--- config.mk ---
export PLATFORM = sky130hd
export DESIGN_NAME = clk_ratio_detect
export DESIGN_NICKNAME = d
export VERILOG_FILES = /design/src/rtl/crd_pkg.sv /design/src/rtl/crd_edge_sync.sv /design/src/rtl/crd_period_meas.sv /design/src/rtl/crd_ratio_match.sv /design/src/rtl/crd_stability.sv /design/src/rtl/clk_ratio_detect.sv
export SDC_FILE = /design/constraint.sdc
export NUM_CORES = 1
export LEC_CHECK = 0
export ABC_AREA = 1
export BUFFER_PORTS_ARGS = -buffer_cell sky130_fd_sc_hd__clkbuf_2
export CAP_MARGIN = 20
export CORE_MARGIN = 5
export CORE_UTILIZATION = 38
export DETAILED_ROUTE_END_ITERATION = 8
export GPL_TIMING_DRIVEN = 0
export PLACE_DENSITY = 0.52
export SKIP_LAST_GASP = 1
export SLEW_MARGIN = 20
export SYNTH_ARGS = -nofsm -noshare
export SYNTH_HDL_FRONTEND = slang
export SYNTH_SLANG_ARGS = --single-unit
--- constraint.sdc ---
create_clock -name sys_clk -period 2.2 [get_ports sys_clk]
set_input_delay 0.11 -clock sys_clk [delete_from_list [all_inputs] [get_ports sys_clk]]
set_output_delay 0.11 -clock sys_clk [all_outputs]
set_load 0.05 [all_outputs]
--- src/rtl/crd_pkg.sv ---
// Shared constants for the clock ratio detector.
// Assumes: the permitted ratio set is fixed; codes index it in ascending order.
package crd_pkg;
    localparam int RATIO_COUNT    = 9;
    localparam int CODE_W         = 4;
    // codes below this value are refused in double-speed mode
    localparam int DBL_FIRST_CODE = 2;

    // Ratio for a code: 32, 64, then 128*2^k and 192*2^k alternating.
    function automatic int legal_ratio(input int idx);
        int base;
        if (idx == 0) return 32;
        if (idx == 1) return 64;
        base = 128 << ((idx - 2) / 2);
        return (idx % 2 == 1) ? base + base / 2 : base;
    endfunction
endpackage

--- src/rtl/crd_edge_sync.sv ---
// Brings the asynchronous frame clock into the system clock domain and
// gives a one-cycle pulse for each rising edge.
// Assumes: the frame clock is high and low for at least 2 system cycles.
module crd_edge_sync (
    input  logic sys_clk,
    input  logic rst_n,
    input  logic lrck_i,
    output logic rise_o
);
    logic [2:0] shift_q;

    // two synchroniser stages and one history stage
    always_ff @(posedge sys_clk) begin
        if (!rst_n) shift_q <= '0;
        else        shift_q <= {shift_q[1:0], lrck_i};
    end

    assign rise_o = shift_q[1] & ~shift_q[2];
endmodule

--- src/rtl/crd_period_meas.sv ---
// Counts system cycles and reference strobes between rising frame edges.
// Raises a timeout when no edge arrives for LOSS_LIMIT cycles.
// Assumes: rise_i is a single-cycle pulse; ref_tick_i is synchronous.
module crd_period_meas #(
    parameter int LOSS_LIMIT = 2048,
    parameter int REF_W      = 12,
    parameter int CNT_W      = $clog2(LOSS_LIMIT + 2)
) (
    input  logic             sys_clk,
    input  logic             rst_n,
    input  logic             rise_i,
    input  logic             ref_tick_i,
    output logic [CNT_W-1:0] period_o,
    output logic [REF_W-1:0] ref_count_o,
    output logic             meas_vld_o,
    output logic             timeout_o,
    output logic             missing_o
);
    logic [CNT_W-1:0] cyc_cnt;
    logic [REF_W-1:0] ref_cnt;
    logic [REF_W-1:0] ref_next;
    logic             started;

    assign timeout_o = (cyc_cnt == CNT_W'(LOSS_LIMIT)) && !rise_i;
    assign ref_next  = (ref_tick_i && (ref_cnt != '1)) ? ref_cnt + 1'b1 : ref_cnt;

    // system-cycle counter, saturating at the loss limit
    always_ff @(posedge sys_clk) begin
        if (!rst_n)          cyc_cnt <= '0;
        else if (rise_i)     cyc_cnt <= '0;
        else if (!timeout_o) cyc_cnt <= cyc_cnt + 1'b1;
    end

    // reference-strobe counter over the same window
    always_ff @(posedge sys_clk) begin
        if (!rst_n)      ref_cnt <= '0;
        else if (rise_i) ref_cnt <= '0;
        else             ref_cnt <= ref_next;
    end

    // capture both counts at each edge once a period has been opened
    always_ff @(posedge sys_clk) begin
        if (!rst_n) begin
            period_o    <= '0;
            ref_count_o <= '0;
            meas_vld_o  <= 1'b0;
        end else begin
            meas_vld_o <= rise_i && started;
            if (rise_i) begin
                period_o    <= cyc_cnt + 1'b1;
                ref_count_o <= ref_next;
            end
        end
    end

    // open/closed period state and the missing flag
    always_ff @(posedge sys_clk) begin
        if (!rst_n) begin
            started   <= 1'b0;
            missing_o <= 1'b0;
        end else if (rise_i) begin
            started   <= 1'b1;
            missing_o <= 1'b0;
        end else if (timeout_o) begin
            started   <= 1'b0;
            missing_o <= 1'b1;
        end
    end
endmodule

--- src/rtl/crd_ratio_match.sv ---
// Matches a measured period to the permitted ratio set within a tolerance.
// Assumes: ratio spacing exceeds twice the tolerance, so at most one hit.
module crd_ratio_match #(
    parameter int CNT_W     = 12,
    parameter int TOLERANCE = 2
) (
    input  logic [CNT_W-1:0]           period_i,
    output logic                       hit_o,
    output logic [crd_pkg::CODE_W-1:0] code_o
);
    import crd_pkg::*;

    logic [RATIO_COUNT-1:0] hits;

    // one window comparator per permitted ratio
    for (genvar g = 0; g < RATIO_COUNT; g++) begin : g_win
        localparam int LO = legal_ratio(g) - TOLERANCE;
        localparam int HI = legal_ratio(g) + TOLERANCE;
        assign hits[g] = (int'(period_i) >= LO) && (int'(period_i) <= HI);
    end

    // encode the hit vector into a code
    always_comb begin
        hit_o  = 1'b0;
        code_o = '0;
        for (int i = 0; i < RATIO_COUNT; i++) begin
            if (hits[i]) begin
                hit_o  = 1'b1;
                code_o = CODE_W'(i);
            end
        end
    end
endmodule

--- src/rtl/crd_stability.sv ---
// Qualifies measurements: valid after STABLE_N identical permitted results,
// cleared by any differing or refused result, or by a frame clock timeout.
// Assumes: meas_vld_i pulses once per measured period.
module crd_stability #(
    parameter int STABLE_N = 4
) (
    input  logic                       sys_clk,
    input  logic                       rst_n,
    input  logic                       meas_vld_i,
    input  logic                       hit_i,
    input  logic [crd_pkg::CODE_W-1:0] code_i,
    input  logic                       dbl_i,
    input  logic                       timeout_i,
    output logic                       valid_o,
    output logic [crd_pkg::CODE_W-1:0] code_o,
    output logic                       dbl_o
);
    import crd_pkg::*;

    localparam int STREAK_W = $clog2(STABLE_N + 1);

    logic [STREAK_W-1:0] streak;
    logic                permitted;
    logic                same;

    assign permitted = hit_i && !(dbl_i && (int'(code_i) < DBL_FIRST_CODE));
    assign same      = (streak != '0) && (code_i == code_o) && (dbl_i == dbl_o);
    assign valid_o   = (streak == STREAK_W'(STABLE_N));

    // run-length of identical permitted measurements
    always_ff @(posedge sys_clk) begin
        if (!rst_n) begin
            streak <= '0;
            code_o <= '0;
            dbl_o  <= 1'b0;
        end else if (timeout_i) begin
            streak <= '0;
        end else if (meas_vld_i) begin
            if (permitted) begin
                code_o <= code_i;
                dbl_o  <= dbl_i;
                if (!same)        streak <= STREAK_W'(1);
                else if (!valid_o) streak <= streak + 1'b1;
            end else begin
                streak <= '0;
            end
        end
    end
endmodule

--- src/rtl/clk_ratio_detect.sv ---
// Top of the clock ratio and speed-mode detector. Measures the frame period
// in system cycles, matches it to the permitted ratio set, classifies speed
// from a reference-strobe count and qualifies the result over several frames.
// Assumes: sys_clk runs freely; ref_tick_i is synchronous to sys_clk.
module clk_ratio_detect #(
    parameter int LOSS_LIMIT    = 2048,
    parameter int TOLERANCE     = 2,
    parameter int STABLE_FRAMES = 4,
    parameter int REF_W         = 12
) (
    input  logic             sys_clk,
    input  logic             rst_n,
    input  logic             lrck_i,
    input  logic             ref_tick_i,
    input  logic [REF_W-1:0] dbl_thresh_i,
    output logic             clk_valid_o,
    output logic [3:0]       ratio_code_o,
    output logic             double_speed_o,
    output logic             lrck_missing_o
);
    import crd_pkg::*;

    localparam int CNT_W = $clog2(LOSS_LIMIT + 2);

    logic              rise;
    logic [CNT_W-1:0]  period;
    logic [REF_W-1:0]  ref_count;
    logic              meas_vld;
    logic              timeout;
    logic              hit;
    logic [CODE_W-1:0] code;
    logic              meas_dbl;

    crd_edge_sync u_sync (
        .sys_clk (sys_clk),
        .rst_n   (rst_n),
        .lrck_i  (lrck_i),
        .rise_o  (rise)
    );

    crd_period_meas #(
        .LOSS_LIMIT (LOSS_LIMIT),
        .REF_W      (REF_W),
        .CNT_W      (CNT_W)
    ) u_meas (
        .sys_clk     (sys_clk),
        .rst_n       (rst_n),
        .rise_i      (rise),
        .ref_tick_i  (ref_tick_i),
        .period_o    (period),
        .ref_count_o (ref_count),
        .meas_vld_o  (meas_vld),
        .timeout_o   (timeout),
        .missing_o   (lrck_missing_o)
    );

    crd_ratio_match #(
        .CNT_W     (CNT_W),
        .TOLERANCE (TOLERANCE)
    ) u_match (
        .period_i (period),
        .hit_o    (hit),
        .code_o   (code)
    );

    // few reference strobes per frame means a short frame: double speed
    assign meas_dbl = (ref_count < dbl_thresh_i);

    crd_stability #(
        .STABLE_N (STABLE_FRAMES)
    ) u_qual (
        .sys_clk    (sys_clk),
        .rst_n      (rst_n),
        .meas_vld_i (meas_vld),
        .hit_i      (hit),
        .code_i     (code),
        .dbl_i      (meas_dbl),
        .timeout_i  (timeout),
        .valid_o    (clk_valid_o),
        .code_o     (ratio_code_o),
        .dbl_o      (double_speed_o)
    );
endmodule

==> results of run 1 <==
-- report_power, final --
part           switching (mW)  internal [mW]  leakage [nW]
Combinational          0.0846         0.0458          1.36
Clock                   0.429          0.608         0.104
Sequential             0.0122           1.13         0.508
-- worst max-delay path: cells and delay by family, from the launching register on --
kind | cells | cell delay (ps)
simple gates | 6 | 620
compound gates | 3 | 410
flops | 1 | 310
fa+ha+maj | 1 | 300
buf+inv | 2 | 200
xor+xnor | 1 | 140
-- cell type report --
| cell class | instances | area [µm²] |
|---|---|---|
| Buffer | 8 | 41.29 |
| Fill cell | 914 | 4533 |
| Inverter | 87 | 329.1 |
| Tap cell | 108 | 135.1 |
| Clock buffer | 12 | 165.2 |
| Clock inverter | 3 | 42.54 |
| Timing Repair Buffer | 33 | 197.7 |
| Sequential cell | 62 | 1267 |
| Multi-Input combinational cell | 354 | 2009 |
-- placed cells by master, fill, tap and decap left out, types with 2 or more instances in the layout --
master / n
ha_1: 16
xor2_1: 16
nand2_2: 11
nand3_1: 39
nand3_2: 2
nor3_1: 5
a21oi_1: 15
o21ai_1: 5
nand4_1: 6
nor2_2: 6
o21ai_0: 19
dfxtp_1: 51
inv_1: 73
o22ai_1: 12
clkbuf_1: 7
buf_4: 11
clkbuf_8: 12
dfxtp_4: 5
nand2_1: 111
nor2_4: 12
nand2_4: 4
inv_2: 13
dfxtp_2: 6
nor2_1: 54
a21oi_2: 5
xnor2_1: 4
clkbuf_2: 21
-- flip-flops by register name, indices dropped and copies added (netlist names) --
register,flops
u_qual.dbl_o,1
u_meas.ref_cnt,12
u_meas.ref_count_o,12
u_sync.shift_q,3
u_meas.period_o,12
u_meas.missing_o,1
u_meas.meas_vld_o,1
u_meas.started,1
u_qual.streak,3
u_qual.code_o,4
u_meas.cyc_cnt,12
-- cell families after synthesis --
family	Yosys count	share of synthesized area
adders and majority gates	16	0.05874
AOI/OAI and AO/OA	60	0.09582
buffers and inverters	95	0.1068
xor gates and xnor gates	21	0.05396
muxes	1	0.002937
DFF	62	0.3642
and+or+nand+nor	256	0.3175
-- layer usage --
metal,part of all wire,track usage
met4,0.017,0.07306
met5,0,0
met3,0.035,0.03391
met1,0.48,0.2005
met2,0.47,0.2330
-- worst max-delay path by stage --
stage	from	end	slack, ps	depth (start not counted)
2_1_floorplan	u_meas.period_o[7]	u_qual.streak[1]	320	17
3_3_place_gp	u_meas.period_o[1]	u_qual.streak[1]	-80	15
3_5_place_dp	u_meas.period_o[4]	u_qual.streak[1]	-100	15
4_1_cts	u_meas.period_o[7]	u_qual.streak[1]	-10	17
5_1_grt	u_meas.period_o[10]	u_qual.streak[1]	-40	18
6_report	u_meas.ref_count_o[5]	u_qual.streak[1]	110	13
-- stage by stage --
stage	power [mW]	hold slack [ps]	worst slack, ps	utilization	std cells
2_1_floorplan	1.253	207.6	321.0	-	511
3_3_place_gp	1.297	321.9	-81.59	0.4184	640
3_5_place_dp	1.298	320.2	-99.22	0.4184	640
4_1_cts	2.351	142.3	-14.05	0.4455	656
5_1_grt	2.416	203.9	-39.91	0.4802	667
6_report	2.311	156.8	111.0	0.4802	667
-- what timing repair did --
item / CTS / global route
hold endpoints to repair: 1 / 0
resized for setup: 6 / 73
buffers inserted: 0 / 11
hold buffers: 1 / 0
setup endpoints to repair: 7 / 11
pin swaps: 1 / 17
==> reports/metrics.cfg, run 1 <==
[setup_path]
critPathSlowestCell = dfxtp_1
reg2reg_to = u_qual.streak[1]
arrival_ps = 2330
crit_path_cell_trace = ha_1 -> a21oi_2 -> o21ai_0 -> a21oi_1 -> nand2_2 -> buf_4 -> xnor2_1 -> nor2_4 -> nand4_4 -> nand2_2 -> inv_1 -> nor2_1 -> nor2_1
rr_startpoint = u_meas.ref_count_o[5]
cpPeakStageDelay_ps = 310
worstSetupPathType = reg -> reg
cp.required_ps = 2440
ff2ff_setup_slack_ps = 110
critPathCaptureType = flop
r2r_cells = 13
cp-start-kind = flop
crit_fanout = 4

[timing]
fmax_mhz = 478.7
slew_headroom = 0.6207
report.final.slew_viol_count = 0
finalCriticalPeriod_ps = 2089
min_period_over_period = 0.9495
grt_setup_unrepaired = yes
hold_viol = 0
fin_skew_ps = 12.13
setup_viol = 0
finalSetupTns_ps = 0
tightest_slew_ps = 563.8

[finish]
area_delta_synth_final_pct = 22.87
drive_above_1_share = 0.2129
postLayoutCellArea_um2 = 4188
n_antenna_cell = 0
nets = 587

[cts]
h-tree-depth = 3
clk_latency_ps = 340
clk_pin_slew_ps = 70
cts_buffers = 9
cts_buffer_depth = 2
root_buffer = clkbuf_8
cts_tree = built
cts_num_sinks = 62

[global_route]
grt_antenna_before_repair = 0
grt_use_total = 0.1514
grt_pass1_wl_um = 13660
grt_pass1_vias = 3001
grt_overflow = 0
grt_max_degree = 11

[synthesis]
ys_types = 28
synthCells = 511
syn_area_per_cell_um2 = 6.670
ys.flop_type = dfxtp_1
ys_async_sr_fraction = 0
yosys_register_bits = 62
netlist_top_cells_count = nand2_1 (123), inv_1 (79), nor2_1 (65)
seq_area_frac_synth = 0.3642
ys_warn_count = 0
synth_top_cell_by_area = dfxtp_1
yosysMostFrequentCell = nand2_1
synth_edf_count = 0
synth_area_leaders = dfxtp_1 (36%), nand2_1 (14%), inv_1 (8.7%), nor2_1 (7.2%), nand3_1 (6.2%)
synth_nets = 543
synth_top_area_frac = 0.3642
syn-cell-area_um2 = 3408

[place]
dpl_cell_area_um2 = 3649
dp_hpwl_um = 6343
io_buffers = 21
routabilityCongestion = 0.8810

[pwr]
power_density_nw_per_um2 = 551.9
ir_worst_vdd_mv = 0.2777
p_leak_nw = 1.969

[hold_path]
holdCritPathClass = in -> reg
hp-start = rst_n
holdPathEnd = u_sync.shift_q[1]
holdPathStages = 3

[detailed_routing]
drt-vias-per-instance = 4.874
wl_per_cell_um = 12.54
drt-initial-drc-count = 109
via_count = 3251
wl_um = 8365
remaining_drc_errors = 0
drtAntennaViolNets = 0
first_pass_iters = 5

[floorplan]
core_area_um2 = 8721
ios = 23
dieArea_um2 = 10960
initial_core_util = 0.3908
die_height_um = 104.7
die_w_um = 104.7
rows = 34

[outcome]
status = finished, final reports clean

[run]
cap_violations = 0

No activity file was read; power rests on OpenSTA's default activity.
==> run 2, diff against run 1 <==
--- a/config.mk
+++ b/config.mk
@@ -8,11 +8,12 @@
 export ABC_AREA = 1
 export BUFFER_PORTS_ARGS = -buffer_cell sky130_fd_sc_hd__clkbuf_2
 export CAP_MARGIN = 20
+export CORE_ASPECT_RATIO = 0.9
 export CORE_MARGIN = 5
-export CORE_UTILIZATION = 38
+export CORE_UTILIZATION = 45
 export DETAILED_ROUTE_END_ITERATION = 8
 export GPL_TIMING_DRIVEN = 0
-export PLACE_DENSITY = 0.52
+export PLACE_DENSITY = 0.6
 export SKIP_LAST_GASP = 1
 export SLEW_MARGIN = 20
 export SYNTH_ARGS = -nofsm -noshare
==> run 2 against run 1 <==
  * Sequential cell count did not move
  * Routed wire length down 0.59%
  * Clock-buffer cell count is 3 lower
  * Sequential power about the same
  * Via count increased by 2.1%
  * Clock power increased by 9%
  * Maximum frequency shrank 0.15%
  * Utilization increased by 8.8 points
  * Largest cell class unchanged
  * Highest routed layer unchanged
==> reports/metrics.cfg, run 2 (synthesized netlist as in run 1, its figures left out) <==
[finish]
layout_common_cells = nand2_1 (109), inv_1 (75), nor2_1 (55)
drive_above_1_share = 0.2317
n_antenna_cell = 0
fillCellCount = 733
area_delta_synth_final_pct = 24.63
final_common_cell = nand2_1
final-seq-area_um2 = 1262
multi_input_area_um2 = 2064
nets = 588

[timing]
setup_viol = 0
slew_headroom = 0.6305
report.final.slew_viol_count = 0
grt_setup_unrepaired = yes
finalSetupTns_ps = 0
min_period_over_period = 0.9510
hold_viol = 0
fin_skew_ps = 8.586
fmax_mhz = 478.0
tightest_slew_ps = 549.2
finalCriticalPeriod_ps = 2092

[detailed_routing]
first_pass_iters = 4
drtAntennaViolNets = 0
wl_per_cell_um = 12.66
drt-initial-drc-count = 137
remaining_drc_errors = 0
drt-vias-per-instance = 5.050
wl_um = 8316
via_count = 3318

[setup_path]
crit_fanout = 4
cp.required_ps = 2490
cp-start-kind = flop
critPathCaptureType = flop
arrival_ps = 2380
worstSetupPathType = reg -> reg

[place]
routabilityCongestion = 0.8675
dp_hpwl_um = 6222
io_buffers = 21

[global_route]
grt_pass1_vias = 3048
grt_max_degree = 13
grt_pass1_wl_um = 13720
grt_use_total = 0.1825
grt_overflow = 0
grt_antenna_before_repair = 0

[run]
cap_violations = 0

[pwr]
ir_worst_vdd_mv = 0.4344
power_density_nw_per_um2 = 567.1
p_leak_nw = 1.989
power.total_mw = 2.409

[floorplan]
rows = 30
dieArea_um2 = 9417
initial_core_util = 0.4563
core_area_um2 = 7470
die_height_um = 92.56
die_w_um = 101.7
ios = 23

[cts]
cts_num_sinks = 62
cts_tree = built
h-tree-depth = 3
clk_pin_slew_ps = 70
root_buffer = clkbuf_8
cts_buffer_depth = 2
cts_buffers = 9
clk_latency_ps = 350

[hold_path]
holdCritPathClass = in -> reg

[outcome]
status = finished, final reports clean

run 2: changes by cell type in the layout (fill, tap and decap cells not counted), sizes merged:
cell    previous run  this run
clkinv             1         2
inv               87        89
clkbuf            40        37
buf               12        13
bufinv             1         2
run 2: cell type report:
cell class	instances	area share
multi-input cells	354	0.4860
flip-flops and latches	62	0.2972
inverters	87	0.07982
repair buffers	34	0.04831
clock buffers	9	0.02916
well taps	96	0.02828
clock inverters	7	0.02239
plain buffers	8	0.008837
run 2: stage by stage:
stage / hold WS, ps / cell area [µm²] / cells / util / setup WS (ps)
3_5_place_dp: 301.1 / 3633 / 628 / 0.4864 / -70.44
6_report: 134.5 / 4248 / 657 / 0.5687 / 107.9
4_1_cts: 133.9 / 3879 / 645 / 0.5193 / -0.5620
3_3_place_gp: 293.4 / 3633 / 628 / 0.4864 / -59.94
2_1_floorplan: 207.6 / 3408 / 511 / - / 321.0
5_1_grt: 184.2 / 4248 / 657 / 0.5687 / -36.26
run 2: worst paths after layout:
path	from	end	slack (ps)	cells after the start
min reg2reg	u_sync.shift_q[0]	u_sync.shift_q[1]	410	2
max reg2reg	u_meas.period_o[4]	u_qual.streak[1]	110	15
max	u_meas.period_o[4]	u_qual.streak[1]	110	15
min	rst_n	u_sync.shift_q[1]	130	3
run 2: critical path, cell delays in order (launching register included):
cell     delay (ps)
dfxtp_2         380
nand2_1         140
nor2_2          180
nand2_2         100
o21ai_2         210
nand2_2         100
nand2_1          60
nand2_1          60
nor2_2          110
nand3_2         100
nor2_4          160
buf_4           140
nand4_1          70
nand3_1         100
nand2_1          50
nor2_1           70
run 2: timing repair:
item,4_1_cts,5_1_grt
pin swaps,0,16
endpoints found under the hold margin,1,0
setup endpoints to repair,4,16
setup buffers,0,12
hold buffers,1,0
gates resized for setup,4,83
run 2: where the power goes:
group	total (mW)	switching, mW	internal (mW)
clock	1.13	0.492	0.641
combinational	0.131	0.0856	0.0458
sequential	1.14	0.0114	1.13
run 2: routing by layer:
| metal | routed length [µm] | track usage |
|---|---|---|
| met1 | 3941 | 0.2413 |
| met2 | 3873 | 0.2854 |
| met3 | 355 | 0.05497 |
| met4 | 146 | 0.05426 |
| met5 | 0 | 0 |
